[src/rtl/srs_pkg.sv]
package srs_pkg;

    typedef enum logic [1:0] {
        PB_UP    = 2'd0,
        PB_SHORT = 2'd1,
        PB_LONG  = 2'd2
    } pb_state_e;

    function automatic int unsigned us_to_cycles(input longint unsigned hz,
                                                 input longint unsigned us);
        longint unsigned c;
        c = (hz * us + 64'd999999) / 64'd1000000;
        if (c == 0) c = 1;
        return int'(c);
    endfunction

endpackage

[src/rtl/srs_sync.sv]
module srs_sync #(
    parameter int   W       = 1,
    parameter logic RST_VAL = 1'b0
) (
    input  logic         clk,
    input  logic         arst_n,
    input  logic [W-1:0] din,
    output logic [W-1:0] dout
);
    typedef struct packed {
        logic [W-1:0] meta;
        logic [W-1:0] stab;
    } sync_t;

    sync_t sync_d, sync_q;

    always_comb begin
        sync_d.meta = din;
        sync_d.stab = sync_q.meta;
    end

    always_ff @(posedge clk or negedge arst_n) begin
        if (!arst_n) begin
            sync_q.meta <= {W{RST_VAL}};
            sync_q.stab <= {W{RST_VAL}};
        end else begin
            sync_q <= sync_d;
        end
    end

    assign dout = sync_q.stab;
endmodule

[src/rtl/srs_debounce.sv]
module srs_debounce #(
    parameter int   HOLD_CYC = 4,
    parameter logic RST_VAL  = 1'b1
) (
    input  logic clk,
    input  logic arst_n,
    input  logic raw,
    output logic clean
);
    localparam int CW = (HOLD_CYC < 2) ? 1 : $clog2(HOLD_CYC);

    typedef struct packed {
        logic          lvl;
        logic [CW-1:0] cnt;
    } deb_t;

    deb_t deb_d, deb_q;

    always_comb begin
        deb_d = deb_q;
        if (raw != deb_q.lvl) begin
            if (deb_q.cnt == CW'(HOLD_CYC - 1)) begin
                deb_d.lvl = raw;
                deb_d.cnt = '0;
            end else begin
                deb_d.cnt = deb_q.cnt + 1'b1;
            end
        end else begin
            deb_d.cnt = '0;
        end
    end

    always_ff @(posedge clk or negedge arst_n) begin
        if (!arst_n) begin
            deb_q.lvl <= RST_VAL;
            deb_q.cnt <= '0;
        end else begin
            deb_q <= deb_d;
        end
    end

    assign clean = deb_q.lvl;
endmodule

[src/rtl/srs_press_ctl.sv]
module srs_press_ctl
    import srs_pkg::*;
#(
    parameter int LONG_CYC  = 16,
    parameter int PULSE_CYC = 4
) (
    input  logic clk,
    input  logic arst_n,
    input  logic btn_db_n,
    input  logic hard_busy,
    output logic long_hold,
    output logic soft_pulse
);
    localparam int LW = (LONG_CYC < 2) ? 1 : $clog2(LONG_CYC);
    localparam int PW = (PULSE_CYC < 2) ? 1 : $clog2(PULSE_CYC);

    typedef struct packed {
        pb_state_e     st;
        logic [LW-1:0] held;
        logic          pulse;
        logic [PW-1:0] width;
    } press_t;

    press_t pr_d, pr_q;
    logic   pressed;

    assign pressed = ~btn_db_n;

    always_comb begin
        pr_d = pr_q;

        // soft pulse length
        if (pr_q.pulse) begin
            if (pr_q.width == PW'(PULSE_CYC - 1)) begin
                pr_d.pulse = 1'b0;
                pr_d.width = '0;
            end else begin
                pr_d.width = pr_q.width + 1'b1;
            end
        end

        // press duration classification
        unique case (pr_q.st)
            PB_UP: begin
                if (pressed) begin
                    pr_d.st   = PB_SHORT;
                    pr_d.held = '0;
                end
            end
            PB_SHORT: begin
                if (!pressed) begin
                    pr_d.st   = PB_UP;
                    pr_d.held = '0;
                    if (!hard_busy) begin
                        pr_d.pulse = 1'b1;
                        pr_d.width = '0;
                    end
                end else if (pr_q.held == LW'(LONG_CYC - 1)) begin
                    pr_d.st = PB_LONG;
                end else begin
                    pr_d.held = pr_q.held + 1'b1;
                end
            end
            PB_LONG: begin
                if (!pressed) begin
                    pr_d.st   = PB_UP;
                    pr_d.held = '0;
                end
            end
            default: begin
                pr_d.st   = PB_UP;
                pr_d.held = '0;
            end
        endcase
    end

    always_ff @(posedge clk or negedge arst_n) begin
        if (!arst_n) begin
            pr_q.st    <= PB_UP;
            pr_q.held  <= '0;
            pr_q.pulse <= 1'b0;
            pr_q.width <= '0;
        end else begin
            pr_q <= pr_d;
        end
    end

    assign long_hold  = (pr_q.st == PB_LONG);
    assign soft_pulse = pr_q.pulse;
endmodule

[src/rtl/srs_hold_timer.sv]
module srs_hold_timer #(
    parameter int EXT_CYC = 16
) (
    input  logic clk,
    input  logic arst_n,
    input  logic cause,
    output logic active
);
    localparam int EW = (EXT_CYC < 2) ? 1 : $clog2(EXT_CYC);

    typedef struct packed {
        logic          act;
        logic [EW-1:0] cnt;
    } hold_t;

    hold_t hd_d, hd_q;

    always_comb begin
        hd_d = hd_q;
        if (cause) begin
            hd_d.act = 1'b1;
            hd_d.cnt = '0;
        end else if (hd_q.act) begin
            if (hd_q.cnt == EW'(EXT_CYC - 1)) begin
                hd_d.act = 1'b0;
                hd_d.cnt = '0;
            end else begin
                hd_d.cnt = hd_q.cnt + 1'b1;
            end
        end
    end

    always_ff @(posedge clk or negedge arst_n) begin
        if (!arst_n) begin
            hd_q.act <= 1'b1;
            hd_q.cnt <= '0;
        end else begin
            hd_q <= hd_d;
        end
    end

    assign active = hd_q.act;
endmodule

[src/rtl/supply_reset_seq.sv]
module supply_reset_seq
    import srs_pkg::*;
#(
    parameter int unsigned CLK_HZ   = 125_000_000,
    parameter int unsigned N_SUPPLY = 3,
    parameter int unsigned EXT_US   = 200_000,
    parameter int unsigned LONG_US  = 2_000_000,
    parameter int unsigned PULSE_US = 100,
    parameter int unsigned DEB_US   = 10_000
) (
    input  logic                clk,
    input  logic                arst_n,
    input  logic [N_SUPPLY-1:0] supply_ok,
    input  logic                btn_n,
    output logic                hard_rst_n,
    output logic                hard_rst,
    output logic                soft_rst_n
);
    localparam int EXT_CYC   = int'(us_to_cycles(longint'(CLK_HZ), longint'(EXT_US)));
    localparam int LONG_CYC  = int'(us_to_cycles(longint'(CLK_HZ), longint'(LONG_US)));
    localparam int PULSE_CYC = int'(us_to_cycles(longint'(CLK_HZ), longint'(PULSE_US)));
    localparam int DEB_CYC   = int'(us_to_cycles(longint'(CLK_HZ), longint'(DEB_US)));

    logic [N_SUPPLY-1:0] sup_sync;
    logic                btn_sync;
    logic                btn_db_n;
    logic                sup_bad;
    logic                long_hold;
    logic                hard_active;
    logic                soft_pulse;

    srs_sync #(.W(N_SUPPLY), .RST_VAL(1'b0)) u_sup_sync (
        .clk    (clk),
        .arst_n (arst_n),
        .din    (supply_ok),
        .dout   (sup_sync)
    );

    srs_sync #(.W(1), .RST_VAL(1'b1)) u_btn_sync (
        .clk    (clk),
        .arst_n (arst_n),
        .din    (btn_n),
        .dout   (btn_sync)
    );

    srs_debounce #(.HOLD_CYC(DEB_CYC), .RST_VAL(1'b1)) u_btn_deb (
        .clk    (clk),
        .arst_n (arst_n),
        .raw    (btn_sync),
        .clean  (btn_db_n)
    );

    srs_press_ctl #(.LONG_CYC(LONG_CYC), .PULSE_CYC(PULSE_CYC)) u_press (
        .clk        (clk),
        .arst_n     (arst_n),
        .btn_db_n   (btn_db_n),
        .hard_busy  (hard_active),
        .long_hold  (long_hold),
        .soft_pulse (soft_pulse)
    );

    assign sup_bad = ~(&sup_sync);

    srs_hold_timer #(.EXT_CYC(EXT_CYC)) u_hold (
        .clk    (clk),
        .arst_n (arst_n),
        .cause  (sup_bad | long_hold),
        .active (hard_active)
    );

    assign hard_rst_n = ~hard_active;
    assign hard_rst   = hard_active;
    assign soft_rst_n = ~soft_pulse;
endmodule

[config.mk]
export PLATFORM = sky130hd
export DESIGN_NAME = supply_reset_seq
export DESIGN_NICKNAME = d
export VERILOG_FILES = /design/src/rtl/srs_pkg.sv /design/src/rtl/srs_sync.sv /design/src/rtl/srs_debounce.sv /design/src/rtl/srs_press_ctl.sv /design/src/rtl/srs_hold_timer.sv /design/src/rtl/supply_reset_seq.sv
export SDC_FILE = /design/constraint.sdc
export NUM_CORES = 1
export LEC_CHECK = 0
export BUFFER_PORTS_ARGS = -buffer_cell sky130_fd_sc_hd__buf_2
export CAP_MARGIN = 10
export CORE_ASPECT_RATIO = 0.6
export CORE_MARGIN = 3
export CORE_UTILIZATION = 39
export CTS_BUF_LIST = sky130_fd_sc_hd__clkbuf_8
export DETAILED_ROUTE_END_ITERATION = 8
export HOLD_SLACK_MARGIN = 0.15
export PLACE_DENSITY_LB_ADDON = 0.08
export SKIP_LAST_GASP = 1
export SYNTH_ARGS = -nofsm -noshare
export SYNTH_HDL_FRONTEND = slang
export SYNTH_SLANG_ARGS = --single-unit
[constraint.sdc]
create_clock -name clk -period 2.7 [get_ports clk]
set_input_delay 0.405 -clock clk [delete_from_list [all_inputs] [get_ports clk]]
set_output_delay 0.405 -clock clk [all_outputs]
set_load 0.05 [all_outputs]
# After elaboration in Yosys (flattened, before gate mapping)
# Cells that the tools add are included.
word_totals:
  regBits: 101
  in_bits: 6
  out_inout_bits: 3
op_classes:
  n_addsub: 4
  eq_ne: 11
  reduce_logical: 6
  mux: 18
  n_bitwise: 4
ops:
  columns: ["cell", "count"]
  rows:
  - ["30-bit 2-to-1 mux", 3]
  - ["30-bit one-hot mux with 3 select lines", 1]
  - ["15-bit 2-to-1 mux", 4]
  - ["26-bit 2-to-1 mux", 2]
  - ["21-bit 2-to-1 mux", 2]
  - ["28-bit by 1-bit adder with 28-bit output (second input constant)", 1]
  - ["28-bit == test (second input constant)", 1]
  - ["28-bit 2-to-1 mux", 1]
  - ["25-bit by 1-bit adder with 25-bit output (second input constant)", 1]
  - ["25-bit == test (second input constant)", 1]
  - ["25-bit 2-to-1 mux", 1]
  - ["21-bit by 1-bit adder with 21-bit output (second input constant)", 1]
  - ["21-bit == test (second input constant)", 1]
  - ["14-bit by 1-bit adder with 14-bit output (second input constant)", 1]
  - ["14-bit == test (second input constant)", 1]
  - ["14-bit 2-to-1 mux", 1]
  - ["3-bit AND reduction", 3]
  - ["3-bit by 2-bit inequality test with 1-bit output (second input constant)", 1]
  - ["3-bit inequality test (second input constant)", 1]
  - ["1-bit NOT", 3]
  - ["2-bit by 1-bit == test with 1-bit output (second input constant)", 1]
  - ["2-bit == test (second input constant)", 1]
  - ["2-bit zero test", 1]
  - ["1-bit 2-to-1 mux", 2]
  - ["7 further kinds", 7]

# Logic depth before layout (Yosys ltp)
logic_depth:
  depth_word: 6
  mapped_depth: 7
  depth_no_buf: 6

# By module
# A second synthesis with hierarchy kept.
hier_totals:
  cells_unflattened: 604
  hier_area_um2: 5594.1
by_module_without_submodules:
  columns: ["module", "cells_each", "seq_area_each_um2", "instances", "area_per_inst_um2"]
  rows:
  - ["srs_press_ctl", 288, 1126.1, 1, 2571.2]
  - ["srs_hold_timer", 190, 651.9, 1, 1681.6]
  - ["srs_debounce", 115, 551.8, 1, 1122.3]
  - ["srs_sync at u_sup_sync", 6, 150.1, 1, 150.1]
  - ["srs_sync at u_btn_sync", 2, 52.6, 1, 52.6]
  - ["supply_reset_seq", 3, 0.0, 1, 16.3]

# Worst setup path after synthesis
# OpenSTA, ideal clock, no wires.
synth_path:
  kind: "register to register"
  start: "reg u_hold.hd_q[9] in the netlist's numbering"
  end: "reg u_hold.hd_q[10] in the netlist's numbering"
  path_stages_with_launch: 8
  setup_time_ns: 0.130
  arrival_ns: 2.143
  slack_ns: 0.427
  required_ns: 2.570
  path_cell_list: "dfrtp_1 -> buf_6 -> or4b_4 -> or4_4 -> o21a_4 -> buf_6 -> a31oi_1 -> mux2i_1"
synth_between:
  elab_chain_len: 4
  elab_cells_between_ends: 5
  cone_classes: "add/sub (1); eq/ne (1); mux (3)"
synth_lines:
  columns: ["element", "line", "text"]
  rows:
  - ["from (decl)", "srs_hold_timer.sv:16", "hold_t hd_d, hd_q;"]
  - ["25-bit by 1-bit adder with 25-bit output or 25-bit == test (tied branches)", "srs_hold_timer.sv:28, srs_hold_timer.sv:24", null]
  - ["25-bit 2-to-1 mux (*)", "srs_hold_timer.sv:24", "if (hd_q.cnt == EW'(EXT_CYC - 1)) begin"]
  - ["26-bit 2-to-1 mux (*)", "srs_hold_timer.sv:23", "end else if (hd_q.act) begin"]
  - ["26-bit 2-to-1 mux (*)", "srs_hold_timer.sv:20", "if (cause) begin"]
# Every way passes the cells marked *; elsewhere a longest branch is shown, timed or not. The select of a mux whose other input is x is not followed.
# A chain may end at the register's enable or synchronous reset.

# Final worst setup path
layout_path:
  start: "reg u_hold.hd_q[7] in the netlist's numbering"
  end: "reg u_hold.hd_q[19] in the netlist's numbering"
# The elaborated chain is that of the path after synthesis.

==> key figures <==
Placement
  • Placed cell area: 5967 sq um
  • Placed Instances: 818
  • Hpwl dp: about 9.8 mm
  • Place WS: 317.5 ps
  • PortBufs: 8
  • Placer Congestion: 0.8247

Yosys
  • Sequential-to-total area share from yosys stat: 44.97%
  • Synth Flop Type: dfrtp_1
  • Cell taking the most area after synthesis: dfrtp_1
  • Synth top area share: 43.10%
  • Mean post-synth cell area: between 8 and 9 sq um
  • Synth unique cells: 55
  • Seq cells post-synth: ~100
  • Synth warnings: 0
  • Syn_nets: between 600 and 700
  • Cells after synthesis: 626
  • Synth top area cells: dfrtp_1 (43%), nor2_1 (4.5%), nand3_1 (4.0%)
  • Number of synthesized flops with an enable pin: 0
  • Synth Cell Area: 5632 sq um
  • Async set-reset flop share out of synthesis: 100.0%

Global routing
  • First-pass GRT wire length: between 20 and 25 mm
  • Largest net degree at the start of global routing: 52
  • Global route overflow: 0
  • Initial antenna violation count: 0
  • Number of global-route vias before repair: 4497
  • Total GRT Usage: 18.60%

Finish
  • Area growth from synthesis to layout: 9.976%
  • Share of post-route cells with drive strength above 1: around 9%
  • Layout Cells excl Fill: 839
  • Post-layout nets: 652
  • Fillers: around 1400
  • Design Area, Final: 6193 sq um
  • Antenna diodes: 0

Critical path
  • Worst-path fanout max: 23
  • CP Buf/Inv Count: 0
  • R2R setup slack: 300 ps
  • CP required: 2970 ps
  • Crit path arrival time: between 2000 and 3000 ps
  • CP max stage cell: or4_4
  • Crit path kind: reg -> reg
  • Worst setup SP type: flip-flop
  • Crit-path cells: or4b_4, or4_4, o21a_4, a31o_1, a21o_1
  • Capturing point of the worst reg2reg path: u_hold.hd_q[19]$_DFFE_PN0P_
  • Crit-path leading delay family: simple AND/OR/NAND/NOR gates
  • R2R Path Start: u_hold.hd_q[7]$_DFFE_PN0P_
  • CP max stage delay: about 550 ps
  • Worst path depth: 5
  • Crit end category: flip-flop
  • FF-to-FF path depth: 5

STA
  • Fin crit share: 89.03%
  • Slew @ Worst Pin: 1147 ps
  • Max-slew violation count: 0
  • Fmax: approximately 0.42 GHz
  • Worst setup slack after layout: 296.1 ps
  • Max-slew headroom: 23.26%
  • Hold WS: 358.2 ps
  • Fin. Hold Viols: 0
  • TNS Setup: 0 ps
  • Tmin final: approximately 2400 ps
  • Max Clock Skew: between 6 and 7 ps
  • RSZ-0062 raised after global routing: false
  • Setup Viol. Count Final: 0

Floorplan
  • Die footprint: between 15000 and 20000 sq um
  • Initial Utilization: 40.59%
  • Site Rows: 33
  • IO Pins: 9
  • Die width: 161.1 um
  • Core Area: roughly 14000 sq um
  • Die height: roughly 100 um

Route
  • WL final: 13.96 mm
  • Post-DRT Antenna Nets: 0
  • Drt via density: 5.760
  • DR vias: 4833
  • DR WL/cell: 16.63 um
  • Length of the first detailed-routing pass in iterations: 4
  • 1st-iter DRT viols: 344
  • DRC: 0

Worst hold path
  • HP Start: u_sup_sync.sync_d[1]$_DFF_PN0_
  • Worst min path class: reg -> reg
  • Hold Path End: u_sup_sync.dout[1]$_DFF_PN0_
  • Hold Path Stages: 0

Pwr
  • Peak VDD IR: about 0.21 mV
  • Leakage: about 2.4 nW
  • PD cells: roughly 400 nW/um^2

CTS
  • Worst skew pair latency: 370 ps
  • Postcts setup bufs: 0
  • Sinks on Clock Net: ~100
  • H-tree levels: 3
  • Clock Tree Root: clkbuf_8
  • Worst-path clk slew: 100 ps
  • CTS Buf Count: 9
  • Post-CTS Resized: 0
  • CTS tree: done
  • Bufs on Longest Clock Path: 2

Status
  • Status: completed

Job
  • Max-cap violations: 0
[sequential cells by signal, indices dropped and copies added (netlist names)]
signal              count
u_sup_sync.sync_d       3
u_hold.hd_q            25
u_press.pr_q           44
u_press.soft_pulse      1
u_btn_deb.clean         1
u_hold.active           1
u_sup_sync.dout         3
u_btn_sync.dout         1
u_btn_deb.deb_q        21
u_btn_sync.sync_d       1
[stage by stage]
| stage | total power, W | util, % |
|---|---|---|
| CTS | 0.002557 | 44.64 |
| floorplan | 0.001582 | - |
| global route | 0.002637 | 44.64 |
| global placement | 0.001630 | 43.01 |
| detailed placement | 0.001632 | 43.01 |
| finish | 0.002508 | 44.64 |
[repair_timing]
item | CTS | global route
hold endpoints to repair | 53 | 0
hold buffers | 5 | 0
endpoints found under the setup margin | 0 | 0
[cell usage in the layout, fill, tap and decap left out, drive strengths merged, types with 18 or more instances in the layout]
master	instances
xnor2	18
nand2	49
nor4	22
o21ai	31
inv	20
buf	33
nand4	32
nor2	67
dfrtp	97
a21oi	18
nand3	45
[area by class of cell]
type	count	area [sq um]	share of cell area [%]
Clock inverter	7	52.55	0.8485
Tap cell	192	240.2	3.879
Sequential cell	101	2532	40.89
Multi-Input combinational cell	475	2888	46.63
Timing Repair Buffer	38	292.8	4.727
Clock buffer	9	123.9	2.000
Inverter	17	63.81	1.030
[metal layers]
metal | global-route usage, % | vias up | wire length (um)
li1 | - | 2358 | -
met1 | 30.05 | 2337 | 7481
met2 | 24.72 | 128 | 5584
met3 | 4.578 | 10 | 776
met4 | 3.701 | 0 | 113
met5 | 0 | - | 0
[worst reg2reg max path, cell delays in order, from the launching register on]
cell	delay, ps
dfrtp_1	490
or4b_4	520
or4_4	550
o21a_4	330
a31o_1	240
a21o_1	170
[power breakdown]
group	leakage (nW)	internal [W]	switching, W
sequential	1.37	0.00152	0.00000740
combinational	0.959	0.0000224	0.0000512
clock	0.0943	0.000342	0.000561
[kinds of logic after synthesis]
group	synth area share [%]
xor gates and xnor gates	5.443
buffers and inverters	3.754
adders and majority gates	0.8887
and+or+nand+nor	30.50
DFF	44.97
AOI/OAI and AO/OA	12.11
muxes	2.333
[worst max-delay path by stage]
stage	from	end
after floorplan	u_hold.hd_q[9]$_DFFE_PN0P_	u_hold.hd_q[10]$_DFFE_PN0P_
after global placement	u_hold.hd_q[8]$_DFFE_PN0P_	u_hold.hd_q[21]$_DFFE_PN0P_
after detailed placement	u_hold.hd_q[8]$_DFFE_PN0P_	u_hold.hd_q[19]$_DFFE_PN0P_
after CTS	u_hold.hd_q[8]$_DFFE_PN0P_	u_hold.hd_q[11]$_DFFE_PN0P_
after global routing	u_hold.hd_q[8]$_DFFE_PN0P_	u_hold.hd_q[19]$_DFFE_PN0P_
final	u_hold.hd_q[7]$_DFFE_PN0P_	u_hold.hd_q[19]$_DFFE_PN0P_
[synthesized netlist by cell type, types with 2 or more instances]
master,count
a31o_1,3
nand2b_1,7
nor4_1,21
ha_1,4
o31ai_1,5
and3_1,14
nor3_1,17
or4_1,11
mux2i_1,12
o211ai_1,2
dfrtp_1,97
xor2_1,17
inv_1,16
clkbuf_1,29
nor4bb_1,2
buf_6,3
o21ai_0,27
nand2_1,49
and2_1,6
a311oi_1,3
a22oi_1,4
a31oi_1,17
nor2_1,67
o311ai_0,6
a211o_1,3
nand4b_1,4
or3_1,16
o21ai_1,4
a41oi_1,3
nor2b_1,3
nand3_1,45
a21o_1,3
and4_1,8
a21oi_1,18
dfstp_2,4
nand4_1,32
nor3b_1,3
xnor2_1,18
nor4b_1,6
a211oi_1,2
Note: power is estimated with default switching activity, not from simulation.
